**src/rtl/i2cbb_pkg.sv**
```systemverilog
package i2cbb_pkg;

    localparam int BYTE_W  = 8;
    localparam int STATE_W = 5;

    typedef enum logic [STATE_W-1:0] {
        ST_IDLE    = 5'd0,
        ST_ARMED   = 5'd1,
        ST_TX7     = 5'd2,
        ST_TX6     = 5'd3,
        ST_TX5     = 5'd4,
        ST_TX4     = 5'd5,
        ST_TX3     = 5'd6,
        ST_TX2     = 5'd7,
        ST_TX1     = 5'd8,
        ST_TX0     = 5'd9,
        ST_ACK_IN  = 5'd10,
        ST_RX7     = 5'd11,
        ST_RX6     = 5'd12,
        ST_RX5     = 5'd13,
        ST_RX4     = 5'd14,
        ST_RX3     = 5'd15,
        ST_RX2     = 5'd16,
        ST_RX1     = 5'd17,
        ST_RX0     = 5'd18,
        ST_ACK_OUT = 5'd19
    } bus_state_t;

endpackage

```
**src/rtl/i2cbb_edge_det.sv**
```systemverilog
module i2cbb_edge_det (
    input  logic clk,
    input  logic rst_n,
    input  logic wr_stb,
    input  logic sda_lvl,
    input  logic scl_lvl,
    output logic sda_fall,
    output logic sda_rise,
    output logic scl_fall
);
    logic last_sda_q;
    logic last_scl_q;

    // Levels of the previous strobed write; both start high.
    always_ff @(posedge clk or negedge rst_n) begin
        if (!rst_n) begin
            last_sda_q <= 1'b1;
            last_scl_q <= 1'b1;
        end else if (wr_stb) begin
            last_sda_q <= sda_lvl;
            last_scl_q <= scl_lvl;
        end
    end

    always_comb begin
        sda_fall = wr_stb &  last_sda_q & ~sda_lvl;
        sda_rise = wr_stb & ~last_sda_q &  sda_lvl;
        scl_fall = wr_stb &  last_scl_q & ~scl_lvl;
    end


    no_edge_without_write_chk: assert property (@(posedge clk) disable iff (!rst_n)
        !wr_stb |-> !(sda_fall || sda_rise || scl_fall));

endmodule

```
**src/rtl/i2cbb_fsm.sv**
```systemverilog
module i2cbb_fsm
    import i2cbb_pkg::*;
(
    input  logic              clk,
    input  logic              rst_n,
    input  logic              wr_stb,
    input  logic              sda_lvl,
    input  logic              scl_lvl,
    input  logic              sda_fall,
    input  logic              sda_rise,
    input  logic              scl_fall,
    input  logic [BYTE_W-1:0] tgt_rdata,
    output bus_state_t        state,
    output logic [BYTE_W-1:0] shift_buf,
    output logic              tgt_start,
    output logic [BYTE_W-1:0] tgt_addr,
    output logic              tgt_is_read,
    output logic              tgt_wr,
    output logic [BYTE_W-1:0] tgt_wdata,
    output logic              tgt_rd_req,
    output logic              tgt_end
);
    bus_state_t        state_q, state_n;
    logic [BYTE_W-1:0] buf_q, buf_n;
    logic [BYTE_W-1:0] addr_q, addr_n;
    logic              addr_vld_q, addr_vld_n;
    logic              stop_cond;
    logic              read_xfer;

    assign stop_cond = sda_rise & scl_lvl;

    // State register process
    always_ff @(posedge clk or negedge rst_n) begin
        if (!rst_n) begin
            state_q    <= ST_IDLE;
            buf_q      <= '0;
            addr_q     <= '0;
            addr_vld_q <= 1'b0;
        end else begin
            state_q    <= state_n;
            buf_q      <= buf_n;
            addr_q     <= addr_n;
            addr_vld_q <= addr_vld_n;
        end
    end

    // Next-state and target-strobe process
    always_comb begin
        state_n     = state_q;
        buf_n       = buf_q;
        addr_n      = addr_q;
        addr_vld_n  = addr_vld_q;
        tgt_start   = 1'b0;
        tgt_addr    = {buf_q[BYTE_W-1:1], 1'b0};
        tgt_is_read = buf_q[0];
        tgt_wr      = 1'b0;
        tgt_wdata   = buf_q;
        tgt_rd_req  = 1'b0;
        tgt_end     = 1'b0;
        read_xfer   = addr_vld_q ? addr_q[0] : buf_q[0];
        if (wr_stb) begin
            unique case (state_q)
                ST_IDLE: begin
                    if (sda_fall && scl_lvl) state_n = ST_ARMED;
                end
                ST_ARMED: begin
                    if (scl_fall && !sda_lvl) state_n = ST_TX7;
                end
                ST_TX7, ST_TX6, ST_TX5, ST_TX4,
                ST_TX3, ST_TX2, ST_TX1, ST_TX0: begin
                    if (scl_fall) begin
                        buf_n   = {buf_q[BYTE_W-2:0], sda_lvl};
                        state_n = bus_state_t'(state_q + 5'd1);
                    end else if (stop_cond) begin
                        state_n    = ST_IDLE;
                        addr_vld_n = 1'b0;
                        tgt_end    = addr_vld_q;
                    end
                end
                ST_ACK_IN: begin
                    if (scl_fall) begin
                        if (!addr_vld_q) begin
                            addr_vld_n = 1'b1;
                            addr_n     = buf_q;
                            tgt_start  = 1'b1;
                        end else begin
                            tgt_wr = 1'b1;
                        end
                        if (read_xfer) begin
                            tgt_rd_req = 1'b1;
                            buf_n      = tgt_rdata;
                            state_n    = ST_RX7;
                        end else begin
                            state_n = ST_TX7;
                        end
                    end else if (stop_cond) begin
                        state_n    = ST_IDLE;
                        addr_vld_n = 1'b0;
                        tgt_end    = addr_vld_q;
                    end
                end
                ST_RX7, ST_RX6, ST_RX5, ST_RX4,
                ST_RX3, ST_RX2, ST_RX1, ST_RX0: begin
                    if (scl_fall) begin
                        buf_n   = {buf_q[BYTE_W-2:0], 1'b0};
                        state_n = bus_state_t'(state_q + 5'd1);
                    end else if (stop_cond) begin
                        state_n    = ST_IDLE;
                        addr_vld_n = 1'b0;
                        tgt_end    = addr_vld_q;
                    end
                end
                ST_ACK_OUT: begin
                    if (scl_fall) begin
                        tgt_rd_req = 1'b1;
                        buf_n      = tgt_rdata;
                        state_n    = ST_RX7;
                    end else if (stop_cond) begin
                        state_n    = ST_IDLE;
                        addr_vld_n = 1'b0;
                        tgt_end    = addr_vld_q;
                    end
                end
                default: state_n = ST_IDLE;
            endcase
        end
    end

    assign state     = state_q;
    assign shift_buf = buf_q;


    state_hold_chk: assert property (@(posedge clk) disable iff (!rst_n)
        !wr_stb |=> $stable(state_q));


    one_strobe_chk: assert property (@(posedge clk) disable iff (!rst_n)
        $onehot0({tgt_start, tgt_wr, tgt_end}));


    addr_lsb_clear_chk: assert property (@(posedge clk) disable iff (!rst_n)
        tgt_start |-> !tgt_addr[0]);


    end_to_idle_chk: assert property (@(posedge clk) disable iff (!rst_n)
        tgt_end |=> state_q == ST_IDLE);


    idle_no_addr_chk: assert property (@(posedge clk) disable iff (!rst_n)
        state_q == ST_IDLE |-> !addr_vld_q);


    fetch_to_rx7_chk: assert property (@(posedge clk) disable iff (!rst_n)
        tgt_rd_req |=> state_q == ST_RX7);

endmodule

```
**src/rtl/i2cbb_readback.sv**
```systemverilog
module i2cbb_readback
    import i2cbb_pkg::*;
(
    input  bus_state_t        state,
    input  logic [BYTE_W-1:0] shift_buf,
    output logic              rd_sda
);
    always_comb begin
        unique case (state)
            ST_RX7, ST_RX6, ST_RX5, ST_RX4,
            ST_RX3, ST_RX2, ST_RX1, ST_RX0: rd_sda = shift_buf[BYTE_W-1];
            ST_ACK_IN:                      rd_sda = 1'b0;
            default:                        rd_sda = 1'b1;
        endcase
    end
endmodule

```
**src/rtl/i2cbb_decoder.sv**
```systemverilog
module i2cbb_decoder
    import i2cbb_pkg::*;
(
    input  logic              clk,
    input  logic              rst_n,
    input  logic              wr_stb,
    input  logic              sda_lvl,
    input  logic              scl_lvl,
    output logic              rd_sda,
    output logic              tgt_start,
    output logic [BYTE_W-1:0] tgt_addr,
    output logic              tgt_is_read,
    output logic              tgt_wr,
    output logic [BYTE_W-1:0] tgt_wdata,
    output logic              tgt_rd_req,
    input  logic [BYTE_W-1:0] tgt_rdata,
    output logic              tgt_end
);
    logic              sda_fall, sda_rise, scl_fall;
    bus_state_t        state;
    logic [BYTE_W-1:0] shift_buf;

    i2cbb_edge_det u_edge (
        .clk      (clk),
        .rst_n    (rst_n),
        .wr_stb   (wr_stb),
        .sda_lvl  (sda_lvl),
        .scl_lvl  (scl_lvl),
        .sda_fall (sda_fall),
        .sda_rise (sda_rise),
        .scl_fall (scl_fall)
    );

    i2cbb_fsm u_fsm (
        .clk         (clk),
        .rst_n       (rst_n),
        .wr_stb      (wr_stb),
        .sda_lvl     (sda_lvl),
        .scl_lvl     (scl_lvl),
        .sda_fall    (sda_fall),
        .sda_rise    (sda_rise),
        .scl_fall    (scl_fall),
        .tgt_rdata   (tgt_rdata),
        .state       (state),
        .shift_buf   (shift_buf),
        .tgt_start   (tgt_start),
        .tgt_addr    (tgt_addr),
        .tgt_is_read (tgt_is_read),
        .tgt_wr      (tgt_wr),
        .tgt_wdata   (tgt_wdata),
        .tgt_rd_req  (tgt_rd_req),
        .tgt_end     (tgt_end)
    );

    i2cbb_readback u_rb (
        .state     (state),
        .shift_buf (shift_buf),
        .rd_sda    (rd_sda)
    );


    ack_after_byte_chk: assert property (@(posedge clk) disable iff (!rst_n)
        (tgt_start || tgt_wr) |-> $past(rd_sda) == 1'b0);

endmodule

```
**config.mk**
```make
export PLATFORM = sky130hd
export DESIGN_NAME = i2cbb_decoder
export DESIGN_NICKNAME = d
export VERILOG_FILES = /design/src/rtl/i2cbb_pkg.sv /design/src/rtl/i2cbb_edge_det.sv /design/src/rtl/i2cbb_fsm.sv /design/src/rtl/i2cbb_readback.sv /design/src/rtl/i2cbb_decoder.sv
export SDC_FILE = /design/constraint.sdc
export NUM_CORES = 1
export LEC_CHECK = 0
export BUFFER_PORTS_ARGS = -buffer_cell sky130_fd_sc_hd__clkbuf_2
export CORE_MARGIN = 4
export CORE_UTILIZATION = 45
export DETAILED_ROUTE_END_ITERATION = 10
export HOLD_SLACK_MARGIN = 0.12
export PLACE_DENSITY = 0.77
export SYNTH_ARGS = -nofsm -noshare
export SYNTH_HDL_FRONTEND = slang
export SYNTH_HIERARCHICAL = 1
export SYNTH_SLANG_ARGS = --single-unit
```
**constraint.sdc**
```tcl
create_clock -name clk -period 2.6 [get_ports clk]
set_input_delay 0.26 -clock clk [delete_from_list [all_inputs] [get_ports clk]]
set_output_delay 0.26 -clock clk [all_outputs]
set_load 0.02 [all_outputs]
```
==> Yosys cells after proc, flatten, opt, wreduce, memory -nomap -nowiden <==
Index checks and enable logic that the tools add are counted.
W data, S select, Z words.
{ "totals": {"regBits": 17, "latch_bits": 0, "ram_bits": 0, "rom_bits": 0, "in_bits": 13, "out_inout_bits": 22, "word_cells": 97, "n_memories": 0} }
{ "classes": {"add_sub_neg": 1, "multipliers": 0, "n_div": 0, "magnitude_cmp": 0, "eq_ne": 27, "shifts": 0, "n_mux": 37, "bitwise": 11, "reduce_logical": 15} }
{ "op_table": {"columns": ["operator", "n"], "rows": [
  ["$eq A5 B4 Y1 const B", 8],
  ["$mux W8", 5],
  ["$pmux W8 S4", 1],
  ["$mux W5", 6],
  ["$pmux W5 S5", 1],
  ["$eq A5 B3 Y1 const B", 4],
  ["$eq A5 B5 Y1 const B", 4],
  ["$mux W1", 20],
  ["$reduce_or A18 Y1", 1],
  ["$reduce_or A17 Y1", 1],
  ["$reduce_or A16 Y1", 1],
  ["$reduce_or A8 Y1", 2],
  ["$ne A2 B1 Y1 const B", 7],
  ["$eq A5 B2 Y1 const B", 2],
  ["$and A1 B1 Y1", 7],
  ["$reduce_and A7 Y1", 1],
  ["$pmux W1 S2", 3],
  ["$reduce_and A3 Y1", 2],
  ["$add A5 B1 Y5 const B", 1],
  ["$eq A5 B1 Y1 const B", 1],
  ["$logic_not A5 Y1", 1],
  ["$mux W4", 1],
  ["$not A1 Y1", 4],
  ["$reduce_and A4 Y1", 1],
  ["5 further kinds", 6]
]} }

==> Longest topological paths before layout <==
Gate-level depths: netlist (run 1).
{ "logic_depth": {"depth_word": 8, "depth_mapped": 9, "mapped_depth_nobuf": 8} }

==> By module <==
Netlist (run 1), hierarchy kept.
{ "modules_own_cells": {"columns": ["module", "n_inst", "cells_each", "area_each_um2", "seq_area_each_um2"], "rows": [
  ["i2cbb_fsm", 1, 155, 1446.4, 375.4],
  ["i2cbb_edge_det", 1, 7, 108.9, 52.6],
  ["i2cbb_readback", 1, 7, 43.8, 0.0]
]} }

==> Least setup slack after synthesis (run 1) <==
No wires, ideal clock.
{ "synth_timing": {"path_kind": "flip-flop to flip-flop", "start": "register u_fsm.state_q[3], in the netlist u_fsm/state[3]", "end": "register u_fsm.buf_q[0], in the netlist u_fsm/shift_buf[0]", "setup_time_ns": 0.125, "t_arrival_ns": 2.395, "required_ns": 2.475, "slack_ns": 0.079, "stages_incl_launch_ff": 10, "path_buffers": 2, "period_less_slack_ns": 2.521, "cell_sequence": "dfrtp_1 buf_2 buf_2 and3_1 ha_1 nor4_4 nand2_2 or4_4 nand2_8 mux2_4"} }
{ "synth_between": {"elab_chain_len": 4, "word_cells_on_any_way": 28, "cone_classes": "eq/ne: 23; mux: 1; reduce/logical: 4"} }
{ "synth_rtl": {"columns": ["element", "line", "source"], "rows": [
  ["start, declared", "i2cbb_fsm.sv:23", "bus_state_t state_q, state_n;"],
  ["start signal, assigned", "i2cbb_fsm.sv:40", "state_q <= state_n;"],
  ["$eq A5 B4 Y1, or another cell as far along", "i2cbb_fsm.sv:62", "unique case (state_q)"],
  ["$reduce_or A8 Y1", "i2cbb_fsm.sv:62", null],
  ["$ne A2 B1 Y1 (no line) or $reduce_bool A4 Y1 (tied branches)", null, null],
  ["$reduce_and A7 Y1 (no line)", null, null],
  ["end signal, assigned", "i2cbb_fsm.sv:41", "buf_q <= buf_n;"],
  ["end, declared", "i2cbb_fsm.sv:24", "logic [BYTE_W-1:0] buf_q, buf_n;"]
]} }
Parallel ways exist; a longest one is shown, timed or not.
A chain may end at the register's enable or synchronous reset.

==> Worst setup path after layout (run 1) <==
{ "layout_timing": {"start": "register u_fsm.state_q[1], in the netlist u_fsm/state[1]", "end": "output tgt_end"} }
{ "layout_between": {"elab_chain_len": 4, "word_cells_on_any_way": 21, "cone_classes": "eq/ne: 18; mux: 2; reduce/logical: 1"} }
{ "layout_rtl": {"columns": ["element", "line", "source"], "rows": [
  ["$eq A5 B2 Y1, or another cell as far along", "i2cbb_fsm.sv:62", null],
  ["$reduce_or A18 Y1 (no line) *", null, null],
  ["$mux W1 *", null, null],
  ["$mux W1 *", "i2cbb_fsm.sv:61", "if (wr_stb) begin"],
  ["end, declared", "i2cbb_decoder.sv:17", "output logic tgt_end"]
]} }
Mark *: on every way between the ends. The rest lies on a longest branch, timed or not.

==> impl_metrics.tcl, run 1 <==
set metrics [dict create \
    relSlewSlack 0.600 \
    p_sw_w 0.000680 \
    n_antenna_cell 0 \
    vias 1481 \
    place_ws_ns 0.0277 \
    die_w_um 67.5 \
    skew_ns 0.0145 \
    rsz0062_at_grt "true" \
    place_congestion 0.921 \
    grt_max_degree 23 \
    clockRootBuffer "clkbuf_4" \
    drive_above_1_share 0.517 \
    firstDrtPassIters 4 \
    combPwrFrac 0.668 \
    crit_path_max_fanout 4 \
    busiest_layer "met2" \
    final.period_utilization 1.05 \
    final_common_cell "clkbuf_2" \
    worst_pin_slew_ns 0.592 \
    cp_slowest_cell "or4_4" \
    min_path_cells 2 \
    rr_endpoint "u_fsm/shift_buf[0]" \
    hold_start "sda_lvl" \
    wirelength_mm 4.35 \
    cts-buffers-inserted 3 \
    use_met1 0.250 \
    max_stage_delay_ns 0.54 \
    required_ns 2.34 \
    crit_chain "buf_6, ha_4, mux2_2, a21oi_2, o311ai_2, or4_4, nand4_1, nor3b_2, buf_4" \
    critPathTopFamily "simple AND/OR/NAND/NOR gates" \
    final_cell_mix "32 x clkbuf_2, 26 x buf_4, 12 x dfrtp_1, 10 x mux2_4" \
    syn-num-nets 187 \
    io_buffers 33 \
    grt_pass1_vias 1414 \
    drc 0 \
    worst-r2r-setup-slack_ns 0.06 \
    rows 21 \
    die_y_um 67.5 \
    end_kind "output pin" \
    critPathBufInv 2 \
    use_met2 0.313 \
    violations "setup timing" \
    power.density_mw_per_mm2 785 \
    leakage_nw 0.961 \
    crit_arrival_ns 2.47 \
    drtIter0Drc 128 \
    path_class "reg2out" \
    core_sq_mm 0.00336 \
    clockPowerShare 0.093 \
    cts.sinks 17 \
    finalPower_w 0.00158 \
    via_per_inst 5.76 \
    intPower_w 0.000902 \
    antenna_found_initial 0 \
    whs_ns 0.278 \
    htreeDepth 1 \
    grt-ovfl-total 0 \
    wire_per_inst_um 16.9 \
    synth_area_per_cell_sq_um 9.47 \
    r2r_start "u_fsm/state[1]" \
    cp-start-kind "register" \
    drv_slew 0 \
    syn_to_final_growth_pct 26.7 \
    hold_violations 0 \
    seqPwrFrac 0.238 \
    fin_nets 231 \
    min_period_ns 2.73 \
    initial_core_util 0.473 \
    cts_tree "yes" \
    tns_ns -0.132 \
    status "finished with violations" \
    syn_area_sq_mm 0.00159 \
    die_area_sq_mm 0.00455 \
    detail-route-antenna-nets 0 \
    max_clock_freq_ghz 0.366 \
    swShare 0.430 \
    hold_end "u_edge/last_sda_q" \
    path_clk_slew_ns 0.11 \
    min_path_type "in2reg" \
    worstSkewPairLatency_ns 0.31 \
    cts_buffer_depth 2 \
    setup_viol 1 \
    ios 35 \
    fin_ws_ns -0.132 \
    ir_drop_mv 0.392 \
    reg2reg_depth 9 \
    dp_hpwl_mm 2.96 \
    grt_pass1_wl_mm 6.64 \
    max_cap_viol_count 0 \
    postSynthCellCount 168 \
    met3_usage 0.0449 \
    grt_usage 0.192 \
    ys.warnings.count 6 \
]
[flip-flops by register name, indices dropped and copies added, names as in the netlist]
| register | count |
|---|---|
| u_fsm/shift_buf | 8 |
| u_fsm/state | 5 |
| u_edge/last_scl_q | 1 |
| u_edge/last_sda_q | 1 |
| u_fsm/addr_q | 1 |
| u_fsm/addr_vld_q | 1 |
[power groups by stage]
stage / Sequential, W / Combinational (W) / Clock, W
2_1_floorplan: 0.000381 / 0.000557 / 0
3_3_place_gp: 0.000375 / 0.000745 / 0
3_5_place_dp: 0.000380 / 0.000760 / 0
4_1_cts: 0.000383 / 0.000897 / 0.000150
5_1_grt: 0.000385 / 0.00113 / 0.000165
6_report: 0.000377 / 0.00106 / 0.000148
[worst max-delay path by stage]
stage / slack [ns] / start / cells past startpoint / to
floorplan: 0.08 / u_fsm/state[3] / 9 / u_fsm/shift_buf[0]
global placement: 0.06 / u_fsm/state[0] / 9 / tgt_end
detailed placement: 0.03 / u_fsm/state[1] / 9 / tgt_end
CTS: -0.17 / u_fsm/state[1] / 9 / tgt_end
global route: -0.21 / u_fsm/state[0] / 10 / tgt_end
finish: -0.13 / u_fsm/state[1] / 9 / tgt_end
[what timing repair did]
action,4_1_cts,5_1_grt
endpoints found under the hold margin,15,0
cloned,0,0
endpoints found under the setup margin,1,9
gates resized for setup,17,10
pin swaps,7,6
hold buffers,1,0
buffers inserted,8,5
[worst register-to-register path: stages, from the launching register on]
cell and delay [ns]:
dfrtp_2 0.46, buf_6 0.14, ha_4 0.16, mux2_2 0.26, a21oi_2 0.14, o311ai_2 0.13, or4_4 0.54, buf_4 0.18
nand2_8 0.11, mux2_4 0.31
[cell type report]
cell class	instances	area [sq um]
multi-input combinational	120	1060
timing repair buffer	63	410
fill	304	1350
sequential	17	432
tap	46	57.6
inverter	7	26.3
clock inverter	1	5.00
clock buffer	3	22.5
[metal layers]
layer / up-vias / part of all wire
met1: 716 / 0.41
met4: 0 / 0.014
met5: - / 0
li1: 692 / -
met3: 7 / 0.063
met2: 66 / 0.51
[stage by stage]
step | utilization | instance area [sq um] | std cells
6_report | 0.599 | 2020 | 257
4_1_cts | 0.575 | 1930 | 252
2_1_floorplan | - | 1590 | 168
3_5_place_dp | 0.527 | 1770 | 239
3_3_place_gp | 0.527 | 1770 | 239
5_1_grt | 0.599 | 2020 | 257
Power figures use the tool's default switching activity.
==> inputs of run 2 (changes only) <==
SYNTH_HIERARCHICAL = not set   (was 1)
==> run 2 against run 1 <==
  * The run now ends clean
  * Worst setup slack improved by 0.20 ns
  * Critical path depth is 2 lower
  * Fmax is 7.9% higher
  * Critical path type unchanged
  * Critical endpoint unchanged
  * Highest routed layer unchanged
==> impl_metrics.tcl, run 2 <==
set metrics [dict create \
    grt_max_degree 18 \
    dp_hpwl_mm 2.84 \
    n_antenna_cell 0 \
    grt_pass1_wl_mm 6.48 \
    power.density_mw_per_mm2 1250 \
    drt-met1-wl_mm 1.62 \
    max_cap_viol_count 0 \
    syn-num-nets 175 \
    worstSkewPairLatency_ns 0.30 \
    design_area_sq_mm 0.00184 \
    rows 20 \
    end_kind "output pin" \
    ys.warnings.count 0 \
    leakage_nw 0.840 \
    whs_ns 0.257 \
    detail-route-antenna-nets 0 \
    io_buffers 33 \
    final_common_cell "clkbuf_2" \
    firstDrtPassIters 4 \
    die_w_um 65.3 \
    htreeDepth 1 \
    final_cell_mix "32 x clkbuf_2, 19 x buf_4, 14 x dfrtp_1, 11 x nand2_1" \
    synth-seq-cells 17 \
    final.period_utilization 0.974 \
    drv_slew 0 \
    ir_drop_mv 0.609 \
    seqPwrFrac 0.216 \
    largest_reg_flops 8 \
    die_area_sq_mm 0.00426 \
    grt-ovfl-total 0 \
    synth_area_leaders "dfrtp_1 25%, mux2_4 8.1%, ha_1 5.1%" \
    core_sq_mm 0.00310 \
    async_flop_share 1.00 \
    cts_buffer_depth 2 \
    intPower_w 0.00122 \
    grt_pass1_vias 1395 \
    yosysSeqAreaShare 0.290 \
    drc 0 \
    swShare 0.469 \
    syn_area_sq_mm 0.00148 \
    skew_ns 0.00351 \
    synth_edf_count 0 \
    crit_path_max_fanout 8 \
    setup_viol 0 \
    yosysUniqueCellTypes 52 \
    via_per_inst 5.87 \
    multiInputGateArea_sq_um 956 \
    hold_violations 0 \
    combPwrFrac 0.715 \
    dp_cells 224 \
    fill_cells 279 \
    dr_wl_met3_um 285 \
    cts-buffers-inserted 3 \
    crit_arrival_ns 2.27 \
    status "complete, no violations" \
    clockRootBuffer "clkbuf_4" \
    wire_per_inst_um 16.6 \
    drive_above_1_share 0.444 \
    yosys-top-cells-count "15 x dfrtp_1, 11 x nand2_1, 9 x buf_4" \
    max_clock_freq_ghz 0.395 \
    grt_usage 0.190 \
    synth_flop_cell "dfrtp_1" \
    wirelength_mm 4.00 \
    path_clk_slew_ns 0.12 \
    die_y_um 65.3 \
    p_sw_w 0.00108 \
    fin_nets 216 \
    min_period_ns 2.53 \
    ios 35 \
    layout.cells.non_filler 240 \
    initial_core_util 0.476 \
    drtIter0Drc 69 \
    clockPowerShare 0.068 \
    netlist.area_leader.share 0.254 \
    syn_to_final_growth_pct 24.5 \
    yosysMostFrequentCell "dfrtp_1" \
    synth_area_per_cell_sq_um 9.46 \
    cp-start-kind "register" \
    yosys.area.top_type "dfrtp_1" \
    required_ns 2.34 \
    seq_area_sq_um 429 \
    wl_met2_mm 2.02 \
    post_dp_cell_area_sq_mm 0.00165 \
    vias 1409 \
    cts_tree "yes" \
    place_congestion 0.862 \
    path_class "reg2out" \
    cts.sinks 17 \
    top_layer "met4" \
    min_path_type "in2reg" \
    antenna_found_initial 0 \
    worst_pin_slew_ns 0.575 \
    relSlewSlack 0.615 \
    postSynthCellCount 156 \
]
==> run 2: cell type report <==
type / count / share of cell area
Multi-Input combinational cell: 113 / 0.520
Sequential cell: 17 / 0.233
Timing Repair Buffer: 54 / 0.184
Tap cell: 44 / 0.0300
Inverter: 8 / 0.0163
Clock buffer: 3 / 0.0123
Clock inverter: 1 / 0.00408
==> run 2: final timing paths <==
path | start | endpoint | slack (ns) | cells after the start
worst min register to register | u_fsm.addr_q[0] | u_fsm.addr_q[0] | 0.54 | 1
worst min-delay path | scl_lvl | u_edge.last_scl_q | 0.26 | 2
worst max register to register | u_fsm.state[1] | u_fsm.shift_buf[4] | 0.11 | 9
min in group asynchronous | rst_n | u_fsm.state[3] | 0.42 | 2
worst max-delay path | u_fsm.state[1] | tgt_end | 0.07 | 7
max in group asynchronous | rst_n | u_edge.last_scl_q | 1.84 | 2
==> run 2: cells by family (layout without fill, tap and decap cells) <==
family | after synthesis | in the layout | share of synthesized area
AOI/OAI and AO/OA | 49 | 49 | 0.264
and+or+nand+nor | 43 | 43 | 0.169
buffers and inverters | 26 | 66 | 0.0975
DFF | 17 | 17 | 0.290
muxes | 14 | 14 | 0.126
adders and majority gates | 6 | 6 | 0.0508
other | 1 | 1 | 0.00254
==> run 2: repair_timing <==
action | CTS | global route
buffers inserted | 5 | 6
pin swaps | 1 | 1
hold buffers | 1 | 0
endpoints found under the setup margin | 10 | 10
endpoints found under the hold margin | 15 | 0
resized for setup | 3 | 10
==> run 2: critical path, stage by stage, from the launching register on <==
cell and delay (ns):
dfrtp_1 0.43, buf_4 0.17, ha_4 0.17, or3_4 0.40, a221oi_4 0.32, o31a_2 0.24, nor3_1 0.06, buf_2 0.17
==> run 2: power groups by stage <==
stage | sequential [W] | clock [W] | combinational (W)
floorplan | 0.000529 | 0 | 0.00103
global placement | 0.000491 | 0 | 0.00132
detailed placement | 0.000502 | 0 | 0.00135
CTS | 0.000495 | 0.000158 | 0.00148
global route | 0.000521 | 0.000169 | 0.00176
finish | 0.000498 | 0.000157 | 0.00165
==> run 2: per-stage QoR <==
step                utilization  TNS [ns]  power (W)  worst slack (ns)
floorplan                     -         0    0.00156             0.148
global placement          0.532         0    0.00181            0.0809
detailed placement        0.532         0    0.00186           0.00632
CTS                       0.563   -0.0346    0.00214           -0.0346
global route              0.592  -0.00607    0.00245          -0.00607
finish                    0.592         0    0.00230            0.0677
==> run 2: per-layer routing <==
| metal | global-route usage | vias up |
|---|---|---|
| met1 | 0.242 | 665 |
| met5 | 0 | - |
| li1 | - | 654 |
| met4 | 0.0622 | 0 |
| met2 | 0.324 | 78 |
| met3 | 0.0342 | 12 |
